`src/rtl/xlate_pkg.sv`:
```
package xlate_pkg;

    localparam int EA_W      = 32;
    localparam int SEG_CNT   = 16;
    localparam int SEG_IDX_W = $clog2(SEG_CNT);
    localparam int VSID_W    = 24;
    localparam int PROT_W    = 3;

    // segment register field positions
    localparam int SEG_T   = 31;
    localparam int SEG_KS  = 30;
    localparam int SEG_KP  = 29;
    localparam int SEG_NX  = 28;
    localparam int BUID_HI = 28;
    localparam int BUID_LO = 20;
    localparam logic [BUID_HI-BUID_LO:0] BUID_FORCED = 9'h07F;

    localparam logic [2:0] CAT_INT   = 3'd0;
    localparam logic [2:0] CAT_FLOAT = 3'd1;
    localparam logic [2:0] CAT_RES   = 3'd2;
    localparam logic [2:0] CAT_CACHE = 3'd3;
    localparam logic [2:0] CAT_EXT   = 3'd4;

    localparam logic [EA_W-1:0] SYN_WRITE = 32'h0200_0000;

    typedef enum logic [1:0] {K_LOAD = 2'd0, K_STORE = 2'd1, K_FETCH = 2'd2, K_RSVD = 2'd3} kind_e;
    typedef enum logic [1:0] {EX_ISI = 2'd0, EX_DSI = 2'd1, EX_ALIGN = 2'd2, EX_PROG = 2'd3} exc_e;
    typedef enum logic [2:0] {C_NONE, C_NOTFOUND, C_PROT, C_NOEXEC, C_DSTORE} cause_e;
    typedef enum logic [1:0] {ACT_GRANT, ACT_FAULT, ACT_WALK} act_e;

    typedef struct packed {
        exc_e            exc;
        logic [EA_W-1:0] syn;
    } fault_t;

    function automatic fault_t encode_fault(cause_e cause, logic is_fetch, logic is_write,
                                            logic [2:0] cat);
        fault_t f;
        logic [EA_W-1:0] wbit;
        wbit  = is_write ? SYN_WRITE : '0;
        f.exc = EX_PROG;
        f.syn = '0;
        if (is_fetch) begin
            f.exc = EX_ISI;
            unique case (cause)
                C_NOTFOUND: f.syn = 32'h4000_0000;
                C_PROT:     f.syn = 32'h0800_0000;
                default:    f.syn = 32'h1000_0000;
            endcase
        end else begin
            unique case (cause)
                C_NOTFOUND: begin f.exc = EX_DSI; f.syn = 32'h4000_0000 | wbit; end
                C_PROT:     begin f.exc = EX_DSI; f.syn = 32'h0800_0000 | wbit; end
                C_DSTORE: begin
                    if (cat == CAT_FLOAT) begin
                        f.exc = EX_ALIGN;
                    end else if (cat == CAT_RES) begin
                        f.exc = EX_DSI; f.syn = 32'h0400_0000 | wbit;
                    end else if (cat == CAT_EXT) begin
                        f.exc = EX_DSI; f.syn = 32'h0410_0000 | wbit;
                    end
                end
                default: f.exc = EX_PROG;
            endcase
        end
        return f;
    endfunction

endpackage

```
`src/rtl/xlate_segfile.sv`:
```
module xlate_segfile
    import xlate_pkg::*;
(
    input  logic                 clk,
    input  logic                 rst_n,
    input  logic                 we,
    input  logic [SEG_IDX_W-1:0] widx,
    input  logic [EA_W-1:0]      wdata,
    input  logic [SEG_IDX_W-1:0] ridx,
    output logic [EA_W-1:0]      rdata
);

    logic [SEG_CNT-1:0][EA_W-1:0] regs_all;

    for (genvar i = 0; i < SEG_CNT; i++) begin : g_seg
        logic [EA_W-1:0] q;
        always_ff @(posedge clk) begin
            if (!rst_n)
                q <= '0;
            else if (we && widx == SEG_IDX_W'(i))
                q <= wdata;
        end
        assign regs_all[i] = q;
    end

    assign rdata = regs_all[ridx];

endmodule

```
`src/rtl/xlate_decide.sv`:
```
module xlate_decide
    import xlate_pkg::*;
(
    input  logic [EA_W-1:0]   ea,
    input  kind_e             kind,
    input  logic [2:0]        cat,
    input  logic              msr_ir,
    input  logic              msr_dr,
    input  logic              msr_pr,
    input  logic              blk_hit,
    input  logic [EA_W-1:0]   blk_pa,
    input  logic [PROT_W-1:0] blk_prot,
    input  logic [EA_W-1:0]   seg,
    output act_e              act,
    output cause_e            cause,
    output logic [EA_W-1:0]   pa,
    output logic [PROT_W-1:0] prot,
    output logic              key,
    output logic              nx
);

    logic fetch, real_mode, forced_io;

    always_comb begin
        fetch     = (kind == K_FETCH);
        real_mode = fetch ? !msr_ir : !msr_dr;
        forced_io = (seg[BUID_HI:BUID_LO] == BUID_FORCED);
        key       = msr_pr ? seg[SEG_KP] : seg[SEG_KS];
        nx        = seg[SEG_NX];
        act       = ACT_WALK;
        cause     = C_NONE;
        pa        = ea;
        prot      = '0;
        if (real_mode) begin
            act  = ACT_GRANT;
            prot = 3'b111;
        end else if (blk_hit) begin
            act  = ACT_GRANT;
            pa   = blk_pa;
            prot = blk_prot;
        end else if (seg[SEG_T]) begin
            if (forced_io) begin
                act  = ACT_GRANT;
                pa   = {seg[3:0], ea[EA_W-5:0]};
                prot = 3'b111;
            end else if (fetch) begin
                act   = ACT_FAULT;
                cause = C_DSTORE;
            end else if (cat == CAT_CACHE) begin
                act  = ACT_GRANT;
                prot = 3'b011;
            end else if (cat == CAT_INT) begin
                if ((kind == K_STORE) ? key : !key) begin
                    act  = ACT_GRANT;
                    prot = 3'b011;
                end else begin
                    act   = ACT_FAULT;
                    cause = C_PROT;
                end
            end else begin
                act   = ACT_FAULT;
                cause = C_DSTORE;
            end
        end else if (fetch && seg[SEG_NX]) begin
            act   = ACT_FAULT;
            cause = C_NOEXEC;
        end

        if (fetch && msr_ir && !blk_hit && !seg[SEG_T] && seg[SEG_NX]) begin
            AST_NX_NO_WALK: assert (act == ACT_FAULT && cause == C_NOEXEC);
        end
    end

endmodule

```
`src/rtl/xlate_seq.sv`:
```
module xlate_seq
    import xlate_pkg::*;
(
    input  logic                 clk,
    input  logic                 rst_n,
    input  logic                 seg_we,
    input  logic [SEG_IDX_W-1:0] seg_widx,
    input  logic [EA_W-1:0]      seg_wdata,
    input  logic                 req_valid,
    input  logic [EA_W-1:0]      req_ea,
    input  logic [1:0]           req_kind,
    input  logic [2:0]           req_cat,
    input  logic                 msr_ir,
    input  logic                 msr_dr,
    input  logic                 msr_pr,
    input  logic                 blk_hit,
    input  logic [EA_W-1:0]      blk_pa,
    input  logic [PROT_W-1:0]    blk_prot,
    output logic                 walk_start,
    output logic [VSID_W-1:0]    walk_vsid,
    output logic                 walk_key,
    output logic                 walk_nx,
    input  logic                 walk_done,
    input  logic [1:0]           walk_res,
    input  logic [EA_W-1:0]      walk_pa,
    input  logic [PROT_W-1:0]    walk_prot,
    output logic                 busy,
    output logic                 done,
    output logic                 ok,
    output logic [EA_W-1:0]      pa,
    output logic [PROT_W-1:0]    prot,
    output logic [1:0]           exc,
    output logic [EA_W-1:0]      syndrome,
    output logic [EA_W-1:0]      fault_addr
);

    typedef enum logic {ST_IDLE, ST_WALK} state_e;
    state_e state_q, state_d;

    logic [EA_W-1:0]   seg_word, dec_pa;
    act_e              dec_act;
    cause_e            dec_cause;
    logic [PROT_W-1:0] dec_prot;
    logic              dec_key, dec_nx;

    xlate_segfile u_seg (
        .clk   (clk),
        .rst_n (rst_n),
        .we    (seg_we),
        .widx  (seg_widx),
        .wdata (seg_wdata),
        .ridx  (req_ea[EA_W-1 -: SEG_IDX_W]),
        .rdata (seg_word)
    );

    xlate_decide u_dec (
        .ea       (req_ea),
        .kind     (kind_e'(req_kind)),
        .cat      (req_cat),
        .msr_ir   (msr_ir),
        .msr_dr   (msr_dr),
        .msr_pr   (msr_pr),
        .blk_hit  (blk_hit),
        .blk_pa   (blk_pa),
        .blk_prot (blk_prot),
        .seg      (seg_word),
        .act      (dec_act),
        .cause    (dec_cause),
        .pa       (dec_pa),
        .prot     (dec_prot),
        .key      (dec_key),
        .nx       (dec_nx)
    );

    logic [EA_W-1:0] ea_q;
    kind_e           kind_q;
    logic [2:0]      cat_q;

    logic              go_walk, fin_valid, fin_ok;
    logic [EA_W-1:0]   fin_pa, fin_ea;
    logic [PROT_W-1:0] fin_prot;
    cause_e            fin_cause;
    kind_e             fin_kind;
    logic [2:0]        fin_cat;
    fault_t            fin_flt;

    // next state and the result being finished this cycle
    always_comb begin
        go_walk   = 1'b0;
        fin_valid = 1'b0;
        fin_ok    = 1'b0;
        fin_pa    = dec_pa;
        fin_prot  = dec_prot;
        fin_cause = dec_cause;
        fin_kind  = kind_e'(req_kind);
        fin_cat   = req_cat;
        fin_ea    = req_ea;
        state_d   = state_q;
        unique case (state_q)
            ST_IDLE: begin
                if (req_valid) begin
                    if (dec_act == ACT_WALK) begin
                        go_walk = 1'b1;
                        state_d = ST_WALK;
                    end else begin
                        fin_valid = 1'b1;
                        fin_ok    = (dec_act == ACT_GRANT);
                    end
                end
            end
            ST_WALK: begin
                if (walk_done) begin
                    fin_valid = 1'b1;
                    fin_ok    = (walk_res == 2'd0);
                    fin_pa    = walk_pa;
                    fin_prot  = walk_prot;
                    fin_cause = (walk_res == 2'd2) ? C_PROT : C_NOTFOUND;
                    fin_kind  = kind_q;
                    fin_cat   = cat_q;
                    fin_ea    = ea_q;
                    state_d   = ST_IDLE;
                end
            end
            default: state_d = ST_IDLE;
        endcase
        fin_flt = encode_fault(fin_cause, fin_kind == K_FETCH, fin_kind == K_STORE, fin_cat);
    end

    always_ff @(posedge clk) begin
        if (!rst_n) state_q <= ST_IDLE;
        else        state_q <= state_d;
    end

    always_ff @(posedge clk) begin
        if (!rst_n) begin
            walk_start <= 1'b0;
            walk_vsid  <= '0;
            walk_key   <= 1'b0;
            walk_nx    <= 1'b0;
            done       <= 1'b0;
            ok         <= 1'b0;
            pa         <= '0;
            prot       <= '0;
            exc        <= '0;
            syndrome   <= '0;
            fault_addr <= '0;
            ea_q       <= '0;
            kind_q     <= K_LOAD;
            cat_q      <= '0;
        end else begin
            walk_start <= go_walk;
            done       <= fin_valid;
            if (go_walk) begin
                walk_vsid <= seg_word[VSID_W-1:0];
                walk_key  <= dec_key;
                walk_nx   <= dec_nx;
                ea_q      <= req_ea;
                kind_q    <= kind_e'(req_kind);
                cat_q     <= req_cat;
            end
            if (fin_valid) begin
                ok <= fin_ok;
                if (fin_ok) begin
                    pa   <= fin_pa;
                    prot <= fin_prot;
                end else begin
                    exc      <= fin_flt.exc;
                    syndrome <= fin_flt.syn;
                    if (fin_kind != K_FETCH)
                        fault_addr <= fin_ea;
                end
            end
        end
    end

    assign busy = (state_q == ST_WALK);

    AST_WALK_PULSE: assert property (@(posedge clk) disable iff (!rst_n)
        walk_start |=> !walk_start);

    AST_REAL_BYPASS: assert property (@(posedge clk) disable iff (!rst_n)
        (state_q == ST_IDLE && req_valid &&
         ((req_kind == 2'd2) ? !msr_ir : !msr_dr))
        |=> (done && ok && pa == $past(req_ea) && prot == 3'b111));

    AST_ISI_ONEHOT: assert property (@(posedge clk) disable iff (!rst_n)
        (done && !ok && exc == 2'd0) |-> ($countones(syndrome) == 1));

    AST_ISI_KEEPS_FA: assert property (@(posedge clk) disable iff (!rst_n)
        (done && (ok || exc == 2'd0)) |-> $stable(fault_addr));

    AST_IDLE_QUIET: assert property (@(posedge clk) disable iff (!rst_n)
        (state_q == ST_IDLE && !req_valid) |=> !done);

endmodule

```
`config.mk`:
```
export PLATFORM = sky130hd
export DESIGN_NAME = xlate_seq
export DESIGN_NICKNAME = d
export VERILOG_FILES = /design/src/rtl/xlate_pkg.sv /design/src/rtl/xlate_segfile.sv /design/src/rtl/xlate_decide.sv /design/src/rtl/xlate_seq.sv
export SDC_FILE = /design/constraint.sdc
export NUM_CORES = 2
export LEC_CHECK = 0
export ABC_AREA = 1
export BUFFER_PORTS_ARGS = -buffer_cell sky130_fd_sc_hd__buf_2
export CORE_MARGIN = 5
export CORE_UTILIZATION = 50
export CTS_BUF_LIST = sky130_fd_sc_hd__clkbuf_4 sky130_fd_sc_hd__clkbuf_8 sky130_fd_sc_hd__clkbuf_16
export DETAILED_ROUTE_END_ITERATION = 10
export PLACE_DENSITY = 0.73
export SYNTH_ARGS = -nofsm -noshare
export SYNTH_HDL_FRONTEND = slang
export SYNTH_SLANG_ARGS = --single-unit
```
`constraint.sdc`:
```
create_clock -name clk -period 3.3 [get_ports clk]
set_clock_uncertainty 0.05 [all_clocks]
set_input_delay 0.33 -clock clk [delete_from_list [all_inputs] [get_ports clk]]
set_output_delay 0.33 -clock clk [all_outputs]
set_load 0.05 [all_outputs]
```
==> flow_metrics.env <==
export IMPL_cts_setup_buffers=0
export IMPL_ys_types=34
export IMPL_path_cells="dlygate4sd3_1 > buf_2 > inv_1 > nor2_1 > nand2_1 > nand2_1 > inv_1 > nor2_1 > inv_1 > nor2_2 > nand2_1 > nand2_1 > inv_2 > nand2_4 > nand2_2 > inv_2 > nand3_1 > nand2_1 > nor2_1"
export IMPL_hpwl_um=53900
export IMPL_dr_wl_met2_um=41200
export IMPL_r2r_slack_ns=0.56
export IMPL_top_layer_used="met5"
export IMPL_synth_simple_area_share_pct=22.1
export IMPL_power_switching_mw=4.98
export IMPL_port_buffers=258
export IMPL_nets=4401
export IMPL_grt_pass1_vias=25208
export IMPL_insertion_delay_ns=0.61
export IMPL_routedWlPerCell_um=17.8
export IMPL_clk_pin_slew_ns=0.06
export IMPL_grt_pass1_wl_um=142000
export IMPL_relSlewSlack_pct=21.7
export IMPL_wl_met3_um=7210
export IMPL_drc=0
export IMPL_clock_path_buffers=3
export IMPL_seqPwrFrac_pct=44.5
export IMPL_whs_endpoint="ea_q[21]"
export IMPL_grt_max_degree=172
export IMPL_cts_tree="built"
export IMPL_synth_xor_area_share_pct=0
export IMPL_clkPwrFrac_pct=43.6
export IMPL_drt_initial_drc_count=2807
export IMPL_core_area_mm2=0.0566
export IMPL_slowest_stage="dlygate4sd3_1"
export IMPL_crit_required_ns=3.76
export IMPL_area_growth_pct=14.3
export IMPL_synthArstFlopShare_pct=0
export IMPL_wl_met1_um=38900
export IMPL_power_mw=18.6
export IMPL_ys_warn_count=0
export IMPL_max_freq_mhz=358
export IMPL_worstPathMaxFanout=31
export IMPL_via_per_inst=5.53
export IMPL_yosysSeqAreaShare_pct=45.6
export IMPL_cpPeakStageDelay_ns=0.52
export IMPL_synth_top_family_by_area="compound AO/OA/AOI/OAI gates"
export IMPL_synthAdderAreaFrac_pct=0
export IMPL_hold_viol=0
export IMPL_die_w_um=250
export IMPL_finalSetupViolCount=0
export IMPL_placementRows=87
export IMPL_cts_buffers_inserted=68
export IMPL_tns_ns=0
export IMPL_endpoint_kind="flip-flop"
export IMPL_intPower_mw=13.6
export IMPL_p_per_area_mw_per_mm2=566
export IMPL_overflow=0
export IMPL_path_common_cell="nand2_1"
export IMPL_drt_first_pass_iters=5
export IMPL_whs_path_depth=3
export IMPL_rr_endpoint="pa[21]"
export IMPL_initial_core_util_pct=50.7
export IMPL_cts_root_buf="clkbuf_16"
export IMPL_ys_flop_type="dfxtp_1"
export IMPL_ant_nets=0
export IMPL_dieArea_mm2=0.0623
export IMPL_via_count=27963
export IMPL_routabilityCongestion=0.859
export IMPL_critPathBufInv=7
export IMPL_worst_path_dominant_cell_family="simple AND/OR/NAND/NOR gates"
export IMPL_rsz0062_at_grt="no"
export IMPL_p_leak_nw=14.2
export IMPL_min_delay_start="req_ea[21]"
export IMPL_peakVddDrop_v=0.000433
export IMPL_synth_compound_gate_area_share_pct=22.8
export IMPL_clock_sinks=654
export IMPL_die_y_um=250
export IMPL_combPwrFrac_pct=11.8
export IMPL_maxCapViolCount=0
export IMPL_cts_repair_resized=0
export IMPL_finalCritPeriodShare_pct=84.6
export IMPL_critPathArrivalTime_ns=3.25
export IMPL_run_status="complete, no violations"
export IMPL_swShare_pct=26.8
export IMPL_ys_ff_latch=654
export IMPL_syn_area_per_cell_um2=6.89
export IMPL_synth_cells=4167
export IMPL_synth_edf_count=0
export IMPL_worstSetupPathType="in -> reg"
export IMPL_cts_hold_fix_buffers=19
export IMPL_r2r_start="u_seg.g_seg[8].q[25]"
export IMPL_hp_class="in -> reg"
export IMPL_antenna_found_initial=1
export IMPL_drive_gt1_share_pct=11.5
export IMPL_start_kind="primary input"
export IMPL_tightestPinTransition_ns=1.17
export IMPL_ff2ff_path_depth=17
export IMPL_fin_crit_ns=2.79
export IMPL_grt_util_all_layers_pct=27.4
export IMPL_io_pins=285
export IMPL_drt_total_wl_um=90300
export IMPL_syn_area_mm2=0.0287
export IMPL_synthMuxAreaShare_pct=0
export IMPL_htree_levels=3
export IMPL_drv_slew=0
Yosys cell counts (all sizes together), types with 5 or more instances:
| cell type | n | area share, % |
|---|---|---|
| a31oi | 51 | 1.1 |
| nand3 | 185 | 3.2 |
| nand4 | 5 | 0.13 |
| o211ai | 25 | 0.65 |
| nor3 | 8 | 0.14 |
| clkbuf | 290 | 3.8 |
| inv | 286 | 3.7 |
| o221ai | 55 | 1.7 |
| o22ai | 9 | 0.20 |
| a21oi | 266 | 4.7 |
| o21ai | 826 | 14 |
| dfxtp | 654 | 46 |
| buf | 82 | 1.9 |
| nor2 | 1034 | 14 |
| nand2 | 380 | 5.0 |
kinds of logic after synthesis:
group	Yosys count
AO/OA/AOI/OAI	1236
buffers and inverters	662
flip-flops	654
other	1
AND/OR/NAND/NOR	1614
per-layer routing:
| layer | vias to the layer above | global-route usage [%] |
|---|---|---|
| met5 | - | 0 |
| met4 | 2 | 9.19 |
| met1 | 12839 | 38.0 |
| met2 | 1169 | 43.7 |
| li1 | 13732 | - |
| met3 | 221 | 4.72 |
state kept, by name, indices dropped and copies added, names as in the netlist:
| signal | count |
|---|---|
| walk_key | 1 |
| cat_q | 3 |
| pa | 32 |
| exc | 2 |
| u_seg.g_seg.q | 512 |
| syndrome | 6 |
| walk_nx | 1 |
| prot | 3 |
| walk_start | 1 |
| ea_q | 32 |
| busy | 1 |
| fault_addr | 32 |
| walk_vsid | 24 |
| kind_q | 2 |
| ok | 1 |
| done | 1 |
layout by cell type, fill, tap and decap left out, drive strengths merged:
cell type	n
diode	1
o21ai	826
o211ai	25
o22ai	9
o21bai	1
or2	1
a21oi	266
buf	337
nand3	185
nor2	1034
a22oi	1
dlygate4sd3	19
nand4	5
inv	286
clkinv	20
a31oi	51
clkinvlp	3
nand2	380
and2	1
o21a	1
o2bb2ai	1
clkbuf	100
o221ai	55
nor3	8
conb	26
dfxtp	654
bufinv	6
per-stage QoR:
| step | utilization [%] | instances | hold WS (ns) | instance area [µm²] | setup slack (ns) |
|---|---|---|---|---|---|
| after floorplan | - | 4192 | 0.370 | 28800 | 1.04 |
| after global placement | 53.4 | 4914 | 0.377 | 30200 | 0.227 |
| after detailed placement | 53.4 | 4914 | 0.384 | 30200 | 0.136 |
| after CTS | 58.0 | 5057 | 0.00139 | 32800 | 0.523 |
| after global routing | 58.0 | 5057 | 0.0212 | 32800 | 0.208 |
| final | 58.0 | 5058 | 0.0231 | 32800 | 0.508 |
worst reg2reg max path, stage by stage, from the launching register on:
cell and delay [ns]:
dfxtp_1 0.34, nand2_1 0.06, nor2_1 0.13, nand3_1 0.09
nand3_1 0.07, nand3_1 0.08, nand2_1 0.11, nand2_1 0.06
nand2_1 0.26, nand3_2 0.19, nand3_1 0.14, nand2_1 0.07
nand2_2 0.08, nand2_4 0.07, nand2_2 0.19, buf_4 0.34
o21ai_0 0.18, nor2_1 0.16
power by group through the flow:
stage                     clock network, mW  logic [mW]  registers (mW)
final                                  8.11        2.20            8.27
after global routing                   8.54        2.40            8.29
after CTS                              8.20        2.18            8.27
after detailed placement                  0        2.15            8.44
after global placement                    0        2.14            8.44
after floorplan                           0        1.19            8.78
worst max path at each step:
| stage | endpoint | slack [ns] | cells after the start | start |
|---|---|---|---|---|
| final | syndrome[27] | 0.51 | 19 | req_kind[1] |
| after detailed placement | syndrome[27] | 0.14 | 20 | req_ea[29] |
| after global placement | syndrome[27] | 0.23 | 20 | req_ea[29] |
| after global routing | pa[3] | 0.21 | 18 | req_kind[1] |
| after CTS | syndrome[27] | 0.52 | 19 | req_kind[1] |
| after floorplan | fault_addr[24] | 1.04 | 19 | req_ea[28] |
final cells by class:
| cell class | count | area [µm²] |
|---|---|---|
| Antenna cell | 1 | 2.50 |
| Clock buffer | 99 | 2070 |
| Clock inverter | 25 | 317 |
| Fill cell | 5273 | 23800 |
| Inverter | 290 | 1090 |
| Multi-Input combinational cell | 2876 | 13000 |
| Sequential cell | 654 | 13100 |
| Tap cell | 756 | 946 |
| Timing Repair Buffer | 357 | 2240 |
(Power assumes the default switching activity.)
